$ cat src/rtl/tmr_pkg.sv
package tmr_pkg;
  localparam int BUS_W       = 32;
  localparam int BIT_IE      = 8;
  localparam int BIT_CONT    = 10;
  localparam int BIT_RUN     = 12;
  localparam int BIT_WD      = 15;
  localparam logic [7:0] SERVICE_KEY = 8'hA5;

  typedef enum logic [1:0] {
    A_MODE  = 2'd0,
    A_COUNT = 2'd1,
    A_STAT  = 2'd2
  } reg_addr_e;

  typedef struct packed {
    logic wd;
    logic run;
    logic cont;
    logic ie;
  } mode_t;
endpackage

$ cat src/rtl/tmr_downcnt.sv
// Down-counter that reloads from its init value on wrap; init 0 means 2**W.
module tmr_downcnt #(
  parameter int W = 16
) (
  input  logic         clk,
  input  logic         rst,
  input  logic         load,
  input  logic         step,
  input  logic [W-1:0] init,
  output logic         wrap
);
  localparam logic [W:0] FULL = {1'b1, {W{1'b0}}};
  localparam logic [W:0] ONE  = {{W{1'b0}}, 1'b1};

  logic [W:0] cnt;
  logic [W:0] start;

  assign start = (init == '0) ? FULL : {1'b0, init};
  assign wrap  = step && (cnt == ONE);

  always_ff @(posedge clk) begin
    if (rst)       cnt <= ONE;
    else if (load) cnt <= start;
    else if (step) cnt <= wrap ? start : cnt - ONE;
  end

  // the counter stays within 1..2**W, so a zero field never fires at once
  assert_cnt_in_range_R2: assert property (@(posedge clk) disable iff (rst)
    (cnt != '0) && (cnt <= FULL));
endmodule

$ cat src/rtl/tmr_ctrl.sv
// Register file and mode control for the timer.
module tmr_ctrl
  import tmr_pkg::*;
#(
  parameter int PRE_W = 16,
  parameter int PER_W = 16
) (
  input  logic             clk,
  input  logic             rst,
  input  logic             wr_en,
  input  logic [1:0]       wr_addr,
  input  logic [BUS_W-1:0] wr_data,
  input  logic [3:0]       wr_strb,
  input  logic [1:0]       rd_addr,
  input  logic             expire,
  output logic             run,
  output logic             load,
  output logic [PRE_W-1:0] pre_init,
  output logic [PER_W-1:0] per_init,
  output logic [BUS_W-1:0] rd_data,
  output logic             irq,
  output logic             wdog_rst
);
  localparam int NBYTES = BUS_W / 8;

  mode_t             m, m_n;
  logic [BUS_W-1:0]  cnt_reg;
  logic              flag, flag_n;
  logic              mode_wr, fld_wr, key_hit, service, clr_flag;
  logic [BUS_W-1:0]  mode_word;

  assign mode_wr  = wr_en && (wr_addr == A_MODE);
  assign fld_wr   = mode_wr && wr_strb[1];
  assign key_hit  = mode_wr && wr_strb[3] && (wr_data[31:24] == SERVICE_KEY);
  assign service  = key_hit && m.wd && m.run;
  assign clr_flag = wr_en && (wr_addr == A_STAT) && wr_strb[0] && wr_data[0];

  assign load     = (fld_wr && wr_data[BIT_RUN]) || service;
  assign run      = m.run;
  assign pre_init = cnt_reg[PER_W +: PRE_W];
  assign per_init = cnt_reg[PER_W-1:0];

  always_comb begin
    m_n = m;
    if (fld_wr) begin
      m_n.wd   = wr_data[BIT_WD];
      m_n.run  = wr_data[BIT_RUN];
      m_n.cont = wr_data[BIT_CONT];
      m_n.ie   = wr_data[BIT_IE] & ~wr_data[BIT_WD];
    end else if (expire && !m.wd && !m.cont) begin
      m_n.run = 1'b0;
    end
  end

  always_comb begin
    if (expire)        flag_n = 1'b1;
    else if (clr_flag) flag_n = 1'b0;
    else               flag_n = flag;
  end

  always_comb begin
    mode_word           = '0;
    mode_word[BIT_WD]   = m.wd;
    mode_word[BIT_RUN]  = m.run;
    mode_word[BIT_CONT] = m.cont;
    mode_word[BIT_IE]   = m.ie;
  end

  always_ff @(posedge clk) begin
    if (rst) begin
      m        <= '0;
      flag     <= 1'b0;
      irq      <= 1'b0;
      wdog_rst <= 1'b0;
    end else begin
      m        <= m_n;
      flag     <= flag_n;
      irq      <= flag_n & m_n.ie;
      wdog_rst <= expire & m.wd;
    end
  end

  for (genvar b = 0; b < NBYTES; b++) begin : g_cnt_byte
    always_ff @(posedge clk) begin
      if (rst)
        cnt_reg[8*b +: 8] <= '0;
      else if (wr_en && (wr_addr == A_COUNT) && wr_strb[b])
        cnt_reg[8*b +: 8] <= wr_data[8*b +: 8];
    end
  end

  always_ff @(posedge clk) begin
    if (rst) rd_data <= '0;
    else begin
      case (rd_addr)
        A_MODE:  rd_data <= mode_word;
        A_COUNT: rd_data <= cnt_reg;
        A_STAT:  rd_data <= {{(BUS_W-1){1'b0}}, flag};
        default: rd_data <= '0;
      endcase
    end
  end

  // watchdog mode never coexists with interrupt enable
  assert_wd_masks_ie_R6: assert property (@(posedge clk) disable iff (rst)
    m.wd |-> !m.ie);
  // a reset pulse only follows a cycle spent in watchdog mode
  assert_pulse_from_wd_R7: assert property (@(posedge clk) disable iff (rst)
    wdog_rst |-> $past(m.wd));
  // one-shot expiry without a competing mode write stops the counter
  assert_oneshot_stops_R4: assert property (@(posedge clk) disable iff (rst)
    (expire && !m.wd && !m.cont && !fld_wr) |=> !m.run);
  // every expiry leaves the flag set
  assert_flag_on_expire_R5: assert property (@(posedge clk) disable iff (rst)
    expire |=> flag);
endmodule

$ cat src/rtl/prescaled_wdog_timer.sv
module prescaled_wdog_timer
  import tmr_pkg::*;
#(
  parameter int PRE_W = 16,
  parameter int PER_W = 16
) (
  input  logic        clk,
  input  logic        rst,
  input  logic        bus_wr,
  input  logic [1:0]  bus_waddr,
  input  logic [31:0] bus_wdata,
  input  logic [3:0]  bus_wstrb,
  input  logic [1:0]  bus_raddr,
  output logic [31:0] bus_rdata,
  output logic        irq,
  output logic        wdog_rst
);
  logic             run, load, pre_wrap, expire;
  logic [PRE_W-1:0] pre_init;
  logic [PER_W-1:0] per_init;

  tmr_ctrl #(.PRE_W(PRE_W), .PER_W(PER_W)) u_ctrl (
    .clk(clk), .rst(rst),
    .wr_en(bus_wr), .wr_addr(bus_waddr), .wr_data(bus_wdata), .wr_strb(bus_wstrb),
    .rd_addr(bus_raddr), .expire(expire),
    .run(run), .load(load), .pre_init(pre_init), .per_init(per_init),
    .rd_data(bus_rdata), .irq(irq), .wdog_rst(wdog_rst)
  );

  tmr_downcnt #(.W(PRE_W)) u_pre (
    .clk(clk), .rst(rst), .load(load), .step(run && !load),
    .init(pre_init), .wrap(pre_wrap)
  );

  tmr_downcnt #(.W(PER_W)) u_per (
    .clk(clk), .rst(rst), .load(load), .step(pre_wrap),
    .init(per_init), .wrap(expire)
  );
endmodule

$ cat config.mk
export PLATFORM = sky130hd
export DESIGN_NAME = prescaled_wdog_timer
export DESIGN_NICKNAME = d
export VERILOG_FILES = /design/src/rtl/tmr_pkg.sv /design/src/rtl/tmr_downcnt.sv /design/src/rtl/tmr_ctrl.sv /design/src/rtl/prescaled_wdog_timer.sv
export SDC_FILE = /design/constraint.sdc
export NUM_CORES = 1
export LEC_CHECK = 0
export ABC_CLOCK_PERIOD_IN_PS = 3300
export BUFFER_PORTS_ARGS = -buffer_cell sky130_fd_sc_hd__buf_2
export CORE_AREA = 5 5 104 106
export DETAILED_ROUTE_END_ITERATION = 12
export DIE_AREA = 0 0 109 111
export MAX_ROUTING_LAYER = met4
export PLACE_DENSITY = 0.86
export SYNTH_ARGS = -nofsm -noshare
export SYNTH_HDL_FRONTEND = slang
export SYNTH_HIERARCHICAL = 1
export SYNTH_SLANG_ARGS = --single-unit
$ cat constraint.sdc
create_clock -name clk -period 3.3 [get_ports clk]
set_clock_uncertainty 0.2 [all_clocks]
set_input_delay 0.33 -clock clk [delete_from_list [all_inputs] [get_ports clk]]
set_output_delay 0.33 -clock clk [all_outputs]
set_load 0.05 [all_outputs]
# Word level (Yosys, flattened, before mapping)
# Cells that the tools add are included.
# totals
regBits	105
in_bits	43
wordCells	72
out_inout_bits	34
# op_classes
muxes	14
n_reduce_logical	31
n_addsub	2
n_eq_ne	7
bitwise_logic	4
# ops
cell	n
two-way mux 17 bit	8
case mux 32 bit (3 select lines)	1
== test 17 x 1 -> 1 bit (second input constant)	2
subtractor 17 x 1 -> 17 bit (second input constant)	2
logical NOT 16 bit	2
logical AND 1 bit	20
== test 8 bit (second input constant)	1
nonzero test 2 bit	3
two-way mux 1 bit	5
== test 2 x 1 -> 1 bit (second input constant)	2
== test 2 bit (second input constant)	2
logical NOT 2 bit	2
AND 1 bit	3
logical NOT 1 bit	3
logical OR 1 bit	1
NOT 1 bit	1

# Longest topological paths before layout
# Gate-level depths: netlist of run 1.
# logic_depth
ltp_word	15
depth_mapped	16
mapped_depth_nobuf	13

# Cells and area by module
# Netlist of run 1, hierarchy kept.
# by_module_without_submodules
module	cells_each	area_each_um2	n_inst	seq_area_each_um2
tmr_ctrl	256	2428.6	1	1421.4
tmr_downcnt at u_pre	155	1231.2	1	340.3
tmr_downcnt at u_per	156	1204.9	1	340.3
prescaled_wdog_timer	1	13.8	1	0.0

# Worst setup path after synthesis of run 1
# Ideal clock, no wire load.
# synth_path
path_kind	in2reg
from	in bus_waddr[0]
to	reg u_ctrl.irq
path_buffers	3
setup_slack_ns	0.210
arrival_time_ns	2.762
required_ns	2.973
path_stages	16
setup_ns	0.127
cell_sequence	buf_2 nor4bb_1 nand3_1 o21ai_0 nor2b_4 and3_1 buf_2 nand2_4 inv_2 and4_1 buf_4 nand2_1 inv_2 nand4b_1 o32ai_1 nor3_1
# synth_via
elab_chain_len	13
word_cells_on_any_way	21
classes_between	eq/ne: 1; mux: 3; bitwise: 1; reduce/logical: 16
# synth_lines
item	line	text
from (decl)	prescaled_wdog_timer.sv:10	input logic [1:0] bus_waddr,
logical NOT 2 bit (*)	tmr_ctrl.sv:32	assign mode_wr = wr_en && (wr_addr == A_MODE);
logical AND 1 bit (*)	tmr_ctrl.sv:32	
logical AND 1 bit (2 in series)	tmr_ctrl.sv:34	assign key_hit = mode_wr && wr_strb[3] && (wr_data[31:24] == SERVICE_KEY);
logical AND 1 bit (2 in series)	tmr_ctrl.sv:35	assign service = key_hit && m.wd && m.run;
logical OR 1 bit (*)	tmr_ctrl.sv:38	assign load = (fld_wr && wr_data[BIT_RUN]) || service;
named net load	prescaled_wdog_timer.sv:18	logic run, load, pre_wrap, expire;
logical NOT 1 bit (*)	prescaled_wdog_timer.sv:31	.clk(clk), .rst(rst), .load(load), .step(run && !load),
logical AND 1 bit (*)	prescaled_wdog_timer.sv:31	
logical AND 1 bit (*)	tmr_downcnt.sv:19	assign wrap = step && (cnt == ONE);
named net pre_wrap	prescaled_wdog_timer.sv:18	
logical AND 1 bit (*)	tmr_downcnt.sv:19	
named net expire	prescaled_wdog_timer.sv:18	
two-way mux 1 bit (*)	tmr_ctrl.sv:56	if (expire) flag_n = 1'b1;
AND 1 bit (*)	tmr_ctrl.sv:78	irq <= flag_n & m_n.ie;
to (signal assigned)	tmr_ctrl.sv:78	
to (decl)	tmr_ctrl.sv:21	output logic irq,
# Mark *: on every way through the listed nets, which the timed path passes. The rest lies on a longest branch.
# A chain may end at the register's enable or synchronous reset.

# Worst setup path after layout of run 1
# layout_path
from	in bus_wdata[30]
to	reg u_ctrl.irq
# layout_via
elab_chain_len	11
# layout_lines
item	line	text
from (decl)	prescaled_wdog_timer.sv:11	input logic [31:0] bus_wdata,
== test 8 bit	tmr_ctrl.sv:34	
logical AND 1 bit	tmr_ctrl.sv:34	
logical AND 1 bit (2 in series)	tmr_ctrl.sv:35	
logical OR 1 bit	tmr_ctrl.sv:38	
named net load	prescaled_wdog_timer.sv:18	
logical NOT 1 bit	prescaled_wdog_timer.sv:31	
logical AND 1 bit	prescaled_wdog_timer.sv:31	
logical AND 1 bit	tmr_downcnt.sv:19	
named net pre_wrap	prescaled_wdog_timer.sv:18	
logical AND 1 bit	tmr_downcnt.sv:19	
named net expire	prescaled_wdog_timer.sv:18	
two-way mux 1 bit	tmr_ctrl.sv:56	
AND 1 bit	tmr_ctrl.sv:78	
# The timed path passes the listed nets, and every way through them passes these cells.

==> results.md, run 1 <==
- The flow ran to the end, and the final reports show no timing, DRC or antenna violations.
- The portion of the clock cycle consumed by the worst path in the final layout is 0.9269.
- In this run the horizontal extent of the chip is 109 um.
- Entering global routing, the biggest net connects 35 pins.
- Measured on the finished design, the core utilization comes to 0.6016.
- The clock drives ~110 sinks.
- The share of the Yosys chip area taken by registers is 0.4309.
- The startpoint class of the critical path is a primary input.
- The average instance in the mapped netlist occupies 8.589 um2.
- The mapped netlist covers approximately 0.005 mm2.
- The critical path goes through dlygate4sd3_1, buf_2, nor4b_1, nand4_1, o21ai_2, nor2b_4, and3_1, nand2_4, inv_2, and4_1, nand2_1, inv_2, nand4b_1, o32ai_2, nor3_1.
- By instance count, the leading cell after synthesis is sky130_fd_sc_hd__dfxtp_1.
- The wire length per cell after detailed routing is ~18 um.
- The routed design has about 15 mm of wire.
- After clock tree synthesis, the clock-pin slew on the worst setup and hold paths is about 0.10 ns.
- For this run, the detailed router's first-pass iteration total came to 6.
- The number of ports placed on the die boundary is 77.
- For the pin with the worst max-slew slack, the measured transition is approximately 0.6 ns.
- The flip-flop cell with the highest count after synthesis is sky130_fd_sc_hd__dfxtp_1.
- The worst hold-check path type is in -> reg.
- At the end of routability-driven placement, the weighted congestion stood at about 0.98.
- The antenna cell count is 0.
- Yosys printed 6 warnings.
- The clock latency of the later-clocked register in the worst-skew pair is between 0.3 and 0.4 ns.
- The total chip power is 2.460 mW.
- Of the cells placed in the final design, the portion with a size suffix greater than 1 is 0.1916.
- Measured against its own limit, the worst slew margin works out to 0.6093.
- The areal power density over the cells is 422.3 mW/mm2.
- The count of cells in the finished layout, fillers not included, comes to 801.
- The overall die area is 0.01210 mm2.
- The number of flip-flops in the largest register is 32.
- The first-pass GRT wire length is roughly 23 mm.
- In this run the cell area measured after placement is ~0.0053 mm2.
- Counting stages on the worst path, the most repeated cell is sky130_fd_sc_hd__inv_2.
- The DRC marker count from the first detailed-route iteration is 370.
- Counting flops with a built-in enable in the synthesized netlist gives 0.
- The final net count is 710.
- STA classifies the critical path endpoint as a flip-flop.
- The H-tree was split into 3 levels.
- The number of slew-limit violations in the final report is 0.
- During placement, the flow inserted port buffers numbering 76.
- The via density per instance is around 6.0.
- In this run the vertical extent of the chip is 111 um.
- The data required time of the worst path is ~3.4 ns.
- Once detail routing completed, the nets flagged for antenna violations numbered 0.
- The HPWL after detailed placement is ~10 mm.
- The post-placement cell count is ~760.
- Timing would allow up to between 300 and 400 MHz.
- The clock root buffer is sky130_fd_sc_hd__clkbuf_8.
- The top-area cell type share of the netlist area is 0.4309.
- When the netlist entered floorplanning its net count stood at slightly above 600.
- The initial antenna violation count is 0.
- The standby leakage power is roughly 2.3 nW.
- The final hold violation count was 0.
- On the critical path, the stage with the largest delay is an instance of sky130_fd_sc_hd__dlygate4sd3_1.
- The global-route usage over all layers is 0.2472.
- In this run the deepest clock path goes through 2 buffers.
- The count of standard-cell rows is 36.
- Counting flops with an async set or reset pin after synthesis yields a share of 0.
- The number of distinct library cell variants in the gate-level netlist after synthesis is 76.
- The worst-case IR drop observed on VDD is 0.0004216 V.
- After synthesis the netlist holds a flip-flop and latch count of roughly 110.
- Setup violations remaining at the end of the flow were counted as 0.
- The layout overhead on the synthesized area is 19.42%.
- The initial utilization of the core area, before any placement, comes to 0.5037.
- After synthesis, the cell types taking the most area are sky130_fd_sc_hd__dfxtp_1 (43%), sky130_fd_sc_hd__nand2_1 (6.7%), sky130_fd_sc_hd__a21oi_1 (5.2%).
- After detailed routing, the number of remaining DRC violations is 0.
- The post-layout instance area is roughly 0.006 mm2.
- TritonCTS built the clock tree.
- The critical path's largest stage delay is ~0.54 ns.
- The post-synthesis cell count is between 500 and 600.
- The number of global-route vias before repair is approximately 4700.
- The synthesized design spends more area on one cell type than any other, namely sky130_fd_sc_hd__dfxtp_1.
- The critical path class is in -> reg.
- The total number of vias is ~4800.
- In the final timing run, aggregate negative setup slack is 0 ns.
- By count the netlist is led by sky130_fd_sc_hd__dfxtp_1 (105), sky130_fd_sc_hd__nand2_1 (87), sky130_fd_sc_hd__a21oi_1 (51).
- The count of maximum capacitance violations is 0.
- The core outline area is roughly 0.0097 mm2.
- The largest fanout on the critical path is 6.
- Buffers inserted during clock tree synthesis total 9.
- The endpoint arrival time on the critical path is between 3 and 4 ns.
- The total overflow left after global routing is 0.
- Counting I/O delays and the setup requirement, the final critical path takes 3.059 ns.
critical path, delay by kind of cell:
| kind | cells | cell delay (ns) |
|---|---|---|
| simple gates | 9 | 1.50 |
| buf+inv | 4 | 0.83 |
| compound gates | 2 | 0.46 |
final cells by class:
class / count / area (um2)
fill: 837 / 3859
inverter: 21 / 78.83
multi-input combinational: 409 / 2517
clock inverter: 6 / 67.56
tap: 133 / 166.4
timing repair buffer: 117 / 765.7
sequential: 105 / 2102
clock buffer: 10 / 127.6
final timing paths:
kind / depth (start not counted) / slack [ns] / from / to
max reg2reg: 9 / 0.58 / u_pre/cnt[3]$_SDFFE_PP0P_ / u_per/cnt[16]$_SDFFE_PP0P_
min reg2reg: 2 / 0.31 / u_ctrl/pre_init[4]$_SDFFE_PP0P_ / u_ctrl/pre_init[4]$_SDFFE_PP0P_
max: 15 / 0.24 / bus_wdata[30] / u_ctrl/irq$_SDFF_PP0_
min: 3 / 0.0005 / bus_wdata[12] / u_ctrl/per_init[12]$_SDFFE_PP0P_
placed cells by master, fill, tap and decap left out, drive strengths merged, types with 5 or more instances in the layout:
| cell type | netlist | layout |
|---|---|---|
| a31oi | 12 | 12 |
| nor3 | 23 | 23 |
| nor2 | 35 | 35 |
| dfxtp | 105 | 105 |
| nand3 | 14 | 14 |
| and2 | 29 | 29 |
| nand4 | 6 | 6 |
| mux2i | 9 | 9 |
| nor3b | 5 | 5 |
| nand2 | 88 | 88 |
| o21ai | 11 | 11 |
| clkbuf | 10 | 10 |
| dlygate4sd3 | 0 | 26 |
| nor4 | 14 | 14 |
| buf | 23 | 91 |
| nor2b | 5 | 5 |
| a211oi | 10 | 10 |
| nand4b | 7 | 7 |
| inv | 21 | 22 |
| a21oi | 54 | 54 |
per-layer routing:
metal  track usage  routed length, um
met2        0.4062               7325
met1        0.2936               5685
met4        0.1120                601
met5             -                  0
met3       0.04019               1044
report_power, final:
part | switching, mW | internal, mW | leakage [nW]
clock network | 0.452 | 0.354 | 0.0929
registers | 0.0385 | 1.29 | 0.848
logic | 0.183 | 0.140 | 1.34
metrics by stage:
stage,hold slack [ns],setup WS [ns]
after floorplan,0.2028,0.2100
after global placement,0.2811,0.3005
after detailed placement,0.2855,0.2226
after CTS,0.001702,0.1508
after global routing,0.004444,-0.01449
final,0.0005090,0.2411
logic make-up (layout without fill, tap and decap cells):
logic type	count (synthesis)	in the layout	share of synthesized area
compound gates	135	135	0.1867
flops	105	105	0.4309
simple gates	257	257	0.2901
xor+xnor	3	3	0.005387
mux	10	10	0.02078
fa+ha+maj	4	4	0.01026
buf+inv	54	154	0.05591
repair_timing:
action | in CTS | in global routing
resized for setup | 0 | 2
hold endpoints to repair | 26 | 0
setup buffers | 0 | 2
hold buffers | 26 | 0
endpoints found under the setup margin | 0 | 7
Power figures use the tool's default switching activity.
==> run 2: changes to the inputs <==
--- a/config.mk
+++ b/config.mk
@@ -7,9 +7,10 @@
 export LEC_CHECK = 0
 export ABC_CLOCK_PERIOD_IN_PS = 3300
 export BUFFER_PORTS_ARGS = -buffer_cell sky130_fd_sc_hd__buf_2
-export CORE_AREA = 5 5 104 106
+export CAP_MARGIN = 40
+export CORE_AREA = 10 10 109 111
 export DETAILED_ROUTE_END_ITERATION = 12
-export DIE_AREA = 0 0 109 111
+export DIE_AREA = 0 0 119 121
 export MAX_ROUTING_LAYER = met4
 export PLACE_DENSITY = 0.86
 export SYNTH_ARGS = -nofsm -noshare
==> run 2 against run 1 <==
Compared with the run above:
- design area is 2.0% lower
- cell count is 1.1% lower
- utilization is 0.91 points lower
- critical path type unchanged
- critical endpoint is now u_ctrl/flag$_SDFF_PP0_
- largest power group unchanged
==> results.md, run 2 (synthesized netlist as in run 1, its figures left out) <==
- In this design, the largest share of critical-path delay is due to simple AND/OR/NAND/NOR gates.
- The final hold violation count is 0 (unchanged).
- The count of standard-cell rows came to 36 (unchanged).
- The maximum clock frequency is 334.1 MHz (+2.2%).
- The relative slew slack came to 0.5994 (-0.009878).
- The endpoint kind of the worst setup timing path is a flip-flop.
- The worst voltage drop across the vdd grid is 0.0002949 V (-30%).
- The post-placement worst setup slack was 0.2105 ns (-0.01211 ns).
- The die extent in x was 119 um (+9.2%).
- The areal power density over the cells was 422.6 mW/mm2 (about the same).
- Setup repair after global routing left no endpoint under its margin.
- The logic depth of the worst path, buffers included is 15 (unchanged).
- The endpoint arrival time on the critical path came to 3.04 ns (-0.08 ns).
- The length in cells of the worst reg-to-reg path came to 9 (unchanged).
- The total iterations of the first detailed-routing run is 6 (unchanged).
- Traced cell by cell, the critical path runs through dlygate4sd3_1, buf_2, nor2b_1, nand4_1, o21ai_2, nor2b_4, and3_1, nand2_4, inv_2, and4_1, nand2_1, inv_2, nand4b_1, o32ai_1, nor2_1.
- The global-route usage over all layers is 0.2078 (-0.03937).
- The number of failing setup endpoints in the final timing report was 0 (unchanged).
- The number of slew-limit violations in the final report is 0 (unchanged).
- The number of flip-flops in the largest register is 32 (unchanged).
- The number of cells in the finished layout apart from fillers is 792 (-1.1%).
- The data required time of the worst path was 3.35 ns (-0.02 ns).
- The number of buffers inserted during clock tree synthesis was 9 (unchanged).
- The number of global-route vias before repair is 4636 (-1.8%).
- The transition time at the pin with the least slew margin is 0.6009 ns (+0.01602 ns).
- The share of layout cells above drive strength 1 came to 0.1912 (-0.0004180).
- The clock-pin transition on the worst setup and hold timing paths came to 0.11 ns (about the same).
- The largest fanout on the critical path is 10 (+4).
- The DRC marker count from the first detailed-route iteration is 344 (-7.0%).
- The antenna cell count came to 0 (unchanged).
- In the layout the commonest cells are sky130_fd_sc_hd__dfxtp_1 (105), sky130_fd_sc_hd__nand2_1 (87), sky130_fd_sc_hd__buf_2 (76), sky130_fd_sc_hd__a21oi_1 (51), sky130_fd_sc_hd__nor2_1 (35).
- The remaining antenna violation count was 0 (unchanged).
- The cell with the biggest individual delay on the critical path is sky130_fd_sc_hd__dlygate4sd3_1.
- The standby leakage power was 2.239 nW (-2.0%).
- The number of gates resized after CTS is 0 (unchanged).
- The TritonCTS sink count was 105 (unchanged).
- The layout overhead on the synthesized area is 17.06%.
- TritonCTS built the clock tree.
- The total detailed-routing wirelength is 14.90 mm (+1.7%).
- The least setup slack across all paths after layout was 0.3069 ns (+0.06578 ns).
- The count of maximum capacitance violations came to 0 (unchanged).
- The run finished with clean final reports.
- The core outline area is 0.009639 mm2 (-0.47%).
- The startpoint class of the critical path is a primary input.
- The wire length per cell after detailed routing is 18.82 um (+2.8%).
- The final net count was 701 (-1.3%).
- The initial antenna violation count was 0 (unchanged).
- The pin count of the biggest net entering global routing is 36 (+2.9%).
- The depth of the CTS H-tree is 3 (unchanged).
- The residual overflow from global routing is 0 (unchanged).
- The sum of buffers and inverters on the critical path is 4 (unchanged).
- The placer's final routability congestion estimate is 0.9865 (+0.60%).
- The count of port buffers added during placement came to 76 (unchanged).
- Leaving out fill and tap cells, the most frequent cell in the layout is sky130_fd_sc_hd__dfxtp_1.
- The most prevalent standard cell on the critical path is sky130_fd_sc_hd__inv_2.
- The first-pass GRT wire length was 24.11 mm (+3.5%).
- The via density per instance was 6.019 (+1.1%).
- The critical path's largest stage delay came to 0.54 ns (about the same).
- The cell depth of the worst hold path was 3 (unchanged).
- The buffers inserted during post-CTS setup optimization was 0 (unchanged).
- By startpoint and endpoint, the worst setup path is classified as in -> reg.
- The HPWL after detailed placement is 10.58 mm (+2.7%).
- The initial core utilization is 0.5061 (+0.002354).
- The worst hold-check path type is in -> reg.
- The maximum count of clock buffers along a single path was 2 (unchanged).
- The portion of the clock cycle consumed by the worst path in the final layout is 0.9070 (-0.01993).
- The number of ports placed on the die boundary came to 77 (unchanged).
- Clock tree synthesis selected as its root buffer the cell sky130_fd_sc_hd__clkbuf_8.
- The post-placement cell count is 757 (unchanged).
- The shortest period the worst path allows is 2.993 ns (-0.06578 ns).
- The height of the die was 121 um (+9.0%).
- The remaining routing DRC violations came to 0 (unchanged).
- The total number of vias is 4767 (-0.084%).
- The overall die area is 0.01440 mm2 (+19%).
- The clock latency of the later-clocked register in the worst-skew pair is 0.38 ns (about the same).
- The total of hold buffers inserted after clock tree synthesis is 18 (-31%).
- The final setup TNS was 0 ns (unchanged).
-- run 2: tightest hold or removal path, stage by stage --
cell	delay, ns
sky130_fd_sc_hd__buf_2	0.11
sky130_fd_sc_hd__nand2_1	0.05
sky130_fd_sc_hd__a21oi_1	0.05
-- run 2: through the flow --
step,util,hold WS [ns],power [mW],cell area [um2]
after global routing,0.5924,0.005723,2.504,5710
after global placement,0.5532,0.2713,1.644,5333
after floorplan,-,0.2028,1.560,4878
after CTS,0.5909,0.002031,2.410,5695
after detailed placement,0.5532,0.2828,1.648,5333
final,0.5924,0.01132,2.413,5710
-- run 2: report_power, final --
| part | switching, mW | internal [mW] |
|---|---|---|
| Clock | 0.477 | 0.288 |
| Combinational | 0.183 | 0.134 |
| Sequential | 0.0378 | 1.29 |
| Total | 0.698 | 1.72 |
-- run 2: final timing paths --
check	end	slack, ns	start
max	u_ctrl/flag$_SDFF_PP0_	0.31	bus_wdata[25]
min reg2reg	u_ctrl/pre_init[4]$_SDFFE_PP0P_	0.31	u_ctrl/pre_init[4]$_SDFFE_PP0P_
max reg2reg	u_per/cnt[16]$_SDFFE_PP0P_	0.60	u_pre/cnt[5]$_SDFFE_PP0P_
min	u_ctrl/pre_init[11]$_SDFFE_PP0P_	0.01	bus_wdata[27]
-- run 2: layer usage --
| layer | global-route usage | part of all wire | up-vias |
|---|---|---|---|
| met4 | 0.08168 | 0.026 | 0 |
| met3 | 0.04235 | 0.077 | 35 |
| met5 | - | 0 | - |
| met2 | 0.3544 | 0.50 | 245 |
| met1 | 0.2347 | 0.40 | 2264 |
| li1 | - | - | 2223 |
-- run 2: area by class of cell --
| type | instances | area (um2) |
|---|---|---|
| Clock inverter | 7 | 58.81 |
| Clock buffer | 9 | 123.9 |
| Timing Repair Buffer | 108 | 673.1 |
| Fill cell | 870 | 3929 |
| Multi-Input combinational cell | 409 | 2507 |
| Sequential cell | 105 | 2102 |
| Inverter | 21 | 78.83 |
| Tap cell | 133 | 166.4 |
==> run 3: changes to the inputs <==
--- a/config.mk
+++ b/config.mk
@@ -5,12 +5,13 @@
 export SDC_FILE = /design/constraint.sdc
 export NUM_CORES = 1
 export LEC_CHECK = 0
-export ABC_CLOCK_PERIOD_IN_PS = 3300
+export ABC_CLOCK_PERIOD_IN_PS = 2400
 export BUFFER_PORTS_ARGS = -buffer_cell sky130_fd_sc_hd__buf_2
 export CAP_MARGIN = 40
 export CORE_AREA = 10 10 109 111
 export DETAILED_ROUTE_END_ITERATION = 12
 export DIE_AREA = 0 0 119 121
+export GPL_ROUTABILITY_DRIVEN = 1
 export MAX_ROUTING_LAYER = met4
 export PLACE_DENSITY = 0.86
 export SYNTH_ARGS = -nofsm -noshare
==> constraint.sdc (replaced) <==
create_clock -name clk -period 2.4 [get_ports clk]
set_clock_uncertainty 0.2 [all_clocks]
set_input_delay 0.24 -clock clk [delete_from_list [all_inputs] [get_ports clk]]
set_output_delay 0.24 -clock clk [all_outputs]
set_load 0.05 [all_outputs]
==> run 3 against run 2 <==
Compared with the run above:
- non-clock buffer count up 91
- sequential share of layout area shrank 4.5 points
- utilization up 8.5 points
- wire length rose by 11%
==> results.md, run 3 (synthesized netlist as in run 1, its figures left out) <==
- The relative slew slack is 0.6944 (+0.09500).
- The die extent in x came to 119 um (unchanged).
- The endpoint arrival time on the critical path is 2.46 ns (-0.58 ns).
- The initial core utilization was 0.5061 (unchanged).
- The worst setup path is of the reg -> reg kind.
- The number of flip-flops in the largest register came to 32 (unchanged).
- The final net count is 792 (+13%).
- The via density per instance is 5.765 (-4.2%).
- The number of cells in the finished layout apart from fillers is 882 (+11%).
- The HPWL after detailed placement is 11.69 mm (+11%).
- The total chip power is 3.363 mW (+39%).
- The remaining antenna violation count is 0 (unchanged).
- The worst voltage drop across the vdd grid is 0.0005084 V (+72%).
- The worst register-to-register path begins at u_pre/cnt[3]$_SDFFE_PP0P_.
- The remaining routing DRC violations was 0 (unchanged).
- The worst reg-to-reg setup slack is 0.03 ns (-0.57 ns).
- Setup repair after global routing could not meet its margin everywhere.
- The standby leakage power is 2.688 nW (+20%).
- The areal power density over the cells came to 515.1 mW/mm2 (+22%).
- The total number of vias is 5085 (+6.7%).
- The shortest period the worst path allows is approximately 2.4 ns.
- The clock tree from TritonCTS is built.
- The endpoint kind of the worst setup timing path is a flip-flop.
- The filler cell count is 789 (-9.3%).
- The DRC marker count from the first detailed-route iteration is 496 (+44%).
- Leaving out fill and tap cells, the most frequent cells in the layout are sky130_fd_sc_hd__dfxtp_1 (102), sky130_fd_sc_hd__buf_4 (85), sky130_fd_sc_hd__nand2_1 (85), sky130_fd_sc_hd__buf_2 (76), sky130_fd_sc_hd__a21oi_1 (50).
- The clock latency of the later-clocked register in the worst-skew pair came to 0.39 ns (about the same).
- The maximum count of clock buffers along a single path is 2 (unchanged).
- The number of slew-limit violations in the final report was 0 (unchanged).
- The transition time at the pin with the least slew margin is 0.4560 ns (-0.1449 ns).
- The count of standard-cell rows is 36 (unchanged).
- The depth of the CTS H-tree is 3 (unchanged).
- The core outline area is 0.009639 mm2 (unchanged).
- The number of ports placed on the die boundary came to 77 (unchanged).
- The post-placement cell count is 832 (+9.9%).
- Static timing analysis puts the maximum clock frequency at approximately 420 MHz.
- The length in cells of the worst reg-to-reg path is 9 (unchanged).
- The TritonCTS sink count came to 105 (unchanged).
- The global-route usage over all layers was 0.2320 (+0.02425).
- The buffers inserted during post-CTS setup optimization came to 0 (unchanged).
- The cell sitting at the root of the clock tree is a sky130_fd_sc_hd__clkbuf_8.
- The core occupancy in the finished layout is 0.6772 (+0.08476).
- The total detailed-routing wirelength is 16.54 mm (+11%).
- The wire length per cell after detailed routing is 18.75 um (-0.38%).
- The cell depth of the worst hold path is 4 (+1).
- The run finished with clean final reports.
- The number of failing setup endpoints in the final timing report came to 0 (unchanged).
- The total iterations of the first detailed-routing run came to 5 (-1).
- The worst setup path is launched from a flip-flop.
- The launch point of the worst hold path is bus_wdata[12].
- The initial antenna violation count is 1 (+1).
- The post-placement worst setup slack came to -0.2110 ns (-0.4215 ns).
- The count of port buffers added during placement is 76 (unchanged).
- The commonest non-fill, non-tap cell in the layout is sky130_fd_sc_hd__dfxtp_1.
- The number of global-route vias before repair is 5128 (+11%).
- The final hold violation count is 0 (unchanged).
- The pin count of the biggest net entering global routing was 20 (-44%).
- The least setup slack across all paths after layout is 0.02751 ns (-0.2794 ns).
- The clock-pin transition on the worst setup and hold timing paths came to 0.10 ns (about the same).
- The share of layout cells above drive strength 1 is 0.2861 (+0.09490).
- For hold timing, the worst endpoint is u_ctrl/run$_SDFFE_PP0P_.
- In the finished design, the share of the clock period the worst path needs comes to 0.9885.
- The count of maximum capacitance violations was 0 (unchanged).
- The residual overflow from global routing was 0 (unchanged).
- The layout overhead on the synthesized area is 33.80%.
- The data required time of the worst path is 2.49 ns (-0.86 ns).
- The number of buffers inserted during clock tree synthesis is 9 (unchanged).
- The height of the die is 121 um (unchanged).
- The overall die area is 0.01440 mm2 (unchanged).
- The placer's final routability congestion estimate is 0.9261 (-6.1%).
- The critical register-to-register path endpoint is u_per/cnt[16]$_SDFFE_PP0P_.
- In this run the worst hold path is classified as in -> reg.
- The largest fanout on the critical path is 4 (-6).
- The first-pass GRT wire length is 26.01 mm (+7.9%).
-- run 3: cell count changes in the layout (fill, tap and decap cells not counted), sizes merged --
cell         before  now
buf              90  164
dlygate4sd3      18   35
diode             0    1
clkbuf            9   10
inv              25   22
-- run 3: power breakdown --
| group | switching (mW) | total (mW) | leakage (nW) | internal, mW |
|---|---|---|---|---|
| Combinational | 0.296 | 0.578 | 1.76 | 0.283 |
| Sequential | 0.0386 | 1.82 | 0.850 | 1.78 |
| Clock | 0.597 | 0.967 | 0.0786 | 0.370 |
| Total | 0.931 | 3.36 | 2.69 | 2.43 |
-- run 3: repair_timing --
action	4_1_cts	5_1_grt
setup endpoints to repair	5	7
resized for setup	7	14
hold buffers	35	0
hold endpoints to repair	40	0
pin swaps	3	6
-- run 3: metal layers --
| metal | GRT usage | wire length [um] | share of wire |
|---|---|---|---|
| met4 | 0.1237 | 722 | 0.044 |
| met1 | 0.2300 | 6075 | 0.37 |
| met5 | - | 0 | 0 |
| met2 | 0.4156 | 8742 | 0.53 |
| met3 | 0.05444 | 995 | 0.060 |
-- run 3: final cells by class --
type	count	area, um2	area share
Multi-Input combinational cell	409	2596	0.3977
Sequential cell	105	2106	0.3226
Timing Repair Buffer	199	1415	0.2168
Tap cell	133	166.4	0.02549
Clock buffer	10	127.6	0.01955
Inverter	21	83.83	0.01284
Clock inverter	4	30.03	0.004600
Antenna cell	1	2.502	0.0003834
-- run 3: through the flow --
step           setup TNS (ns)  instance area [um2]  hold WS [ns]
6_report                    0                 6528       0.03460
5_1_grt              -0.03652                 6528       0.02938
4_1_cts                     0                 6472      0.007302
3_5_place_dp           -2.470                 5948        0.2849
3_3_place_gp           -1.317                 5948        0.2815
2_1_floorplan          -1.824                 4956        0.1128
-- run 3: critical path, cell delays in order (launching register included) --
cell and delay (ns):
sky130_fd_sc_hd__dfxtp_2 0.35, sky130_fd_sc_hd__nor4_4 0.32, sky130_fd_sc_hd__and4_4 0.30, sky130_fd_sc_hd__nand2_4 0.06, sky130_fd_sc_hd__inv_4 0.07, sky130_fd_sc_hd__or2_4 0.13
sky130_fd_sc_hd__nand3_2 0.09, sky130_fd_sc_hd__or4_1 0.41, sky130_fd_sc_hd__a211o_1 0.29, sky130_fd_sc_hd__o41ai_2 0.06
-- run 3: how the worst max path moves through the flow --
stage                                       to  slack [ns]                        from
global placement         u_ctrl/irq$_SDFF_PP0_       -0.15                bus_waddr[1]
floorplan                u_ctrl/irq$_SDFF_PP0_       -0.26                bus_waddr[1]
global route        u_per/cnt[16]$_SDFFE_PP0P_       -0.04   u_pre/cnt[3]$_SDFFE_PP0P_
finish              u_per/cnt[16]$_SDFFE_PP0P_        0.03   u_pre/cnt[3]$_SDFFE_PP0P_
detailed placement       u_ctrl/irq$_SDFF_PP0_       -0.21                bus_waddr[1]
CTS                 u_per/cnt[16]$_SDFFE_PP0P_       0.005  u_pre/cnt[12]$_SDFFE_PP0P_
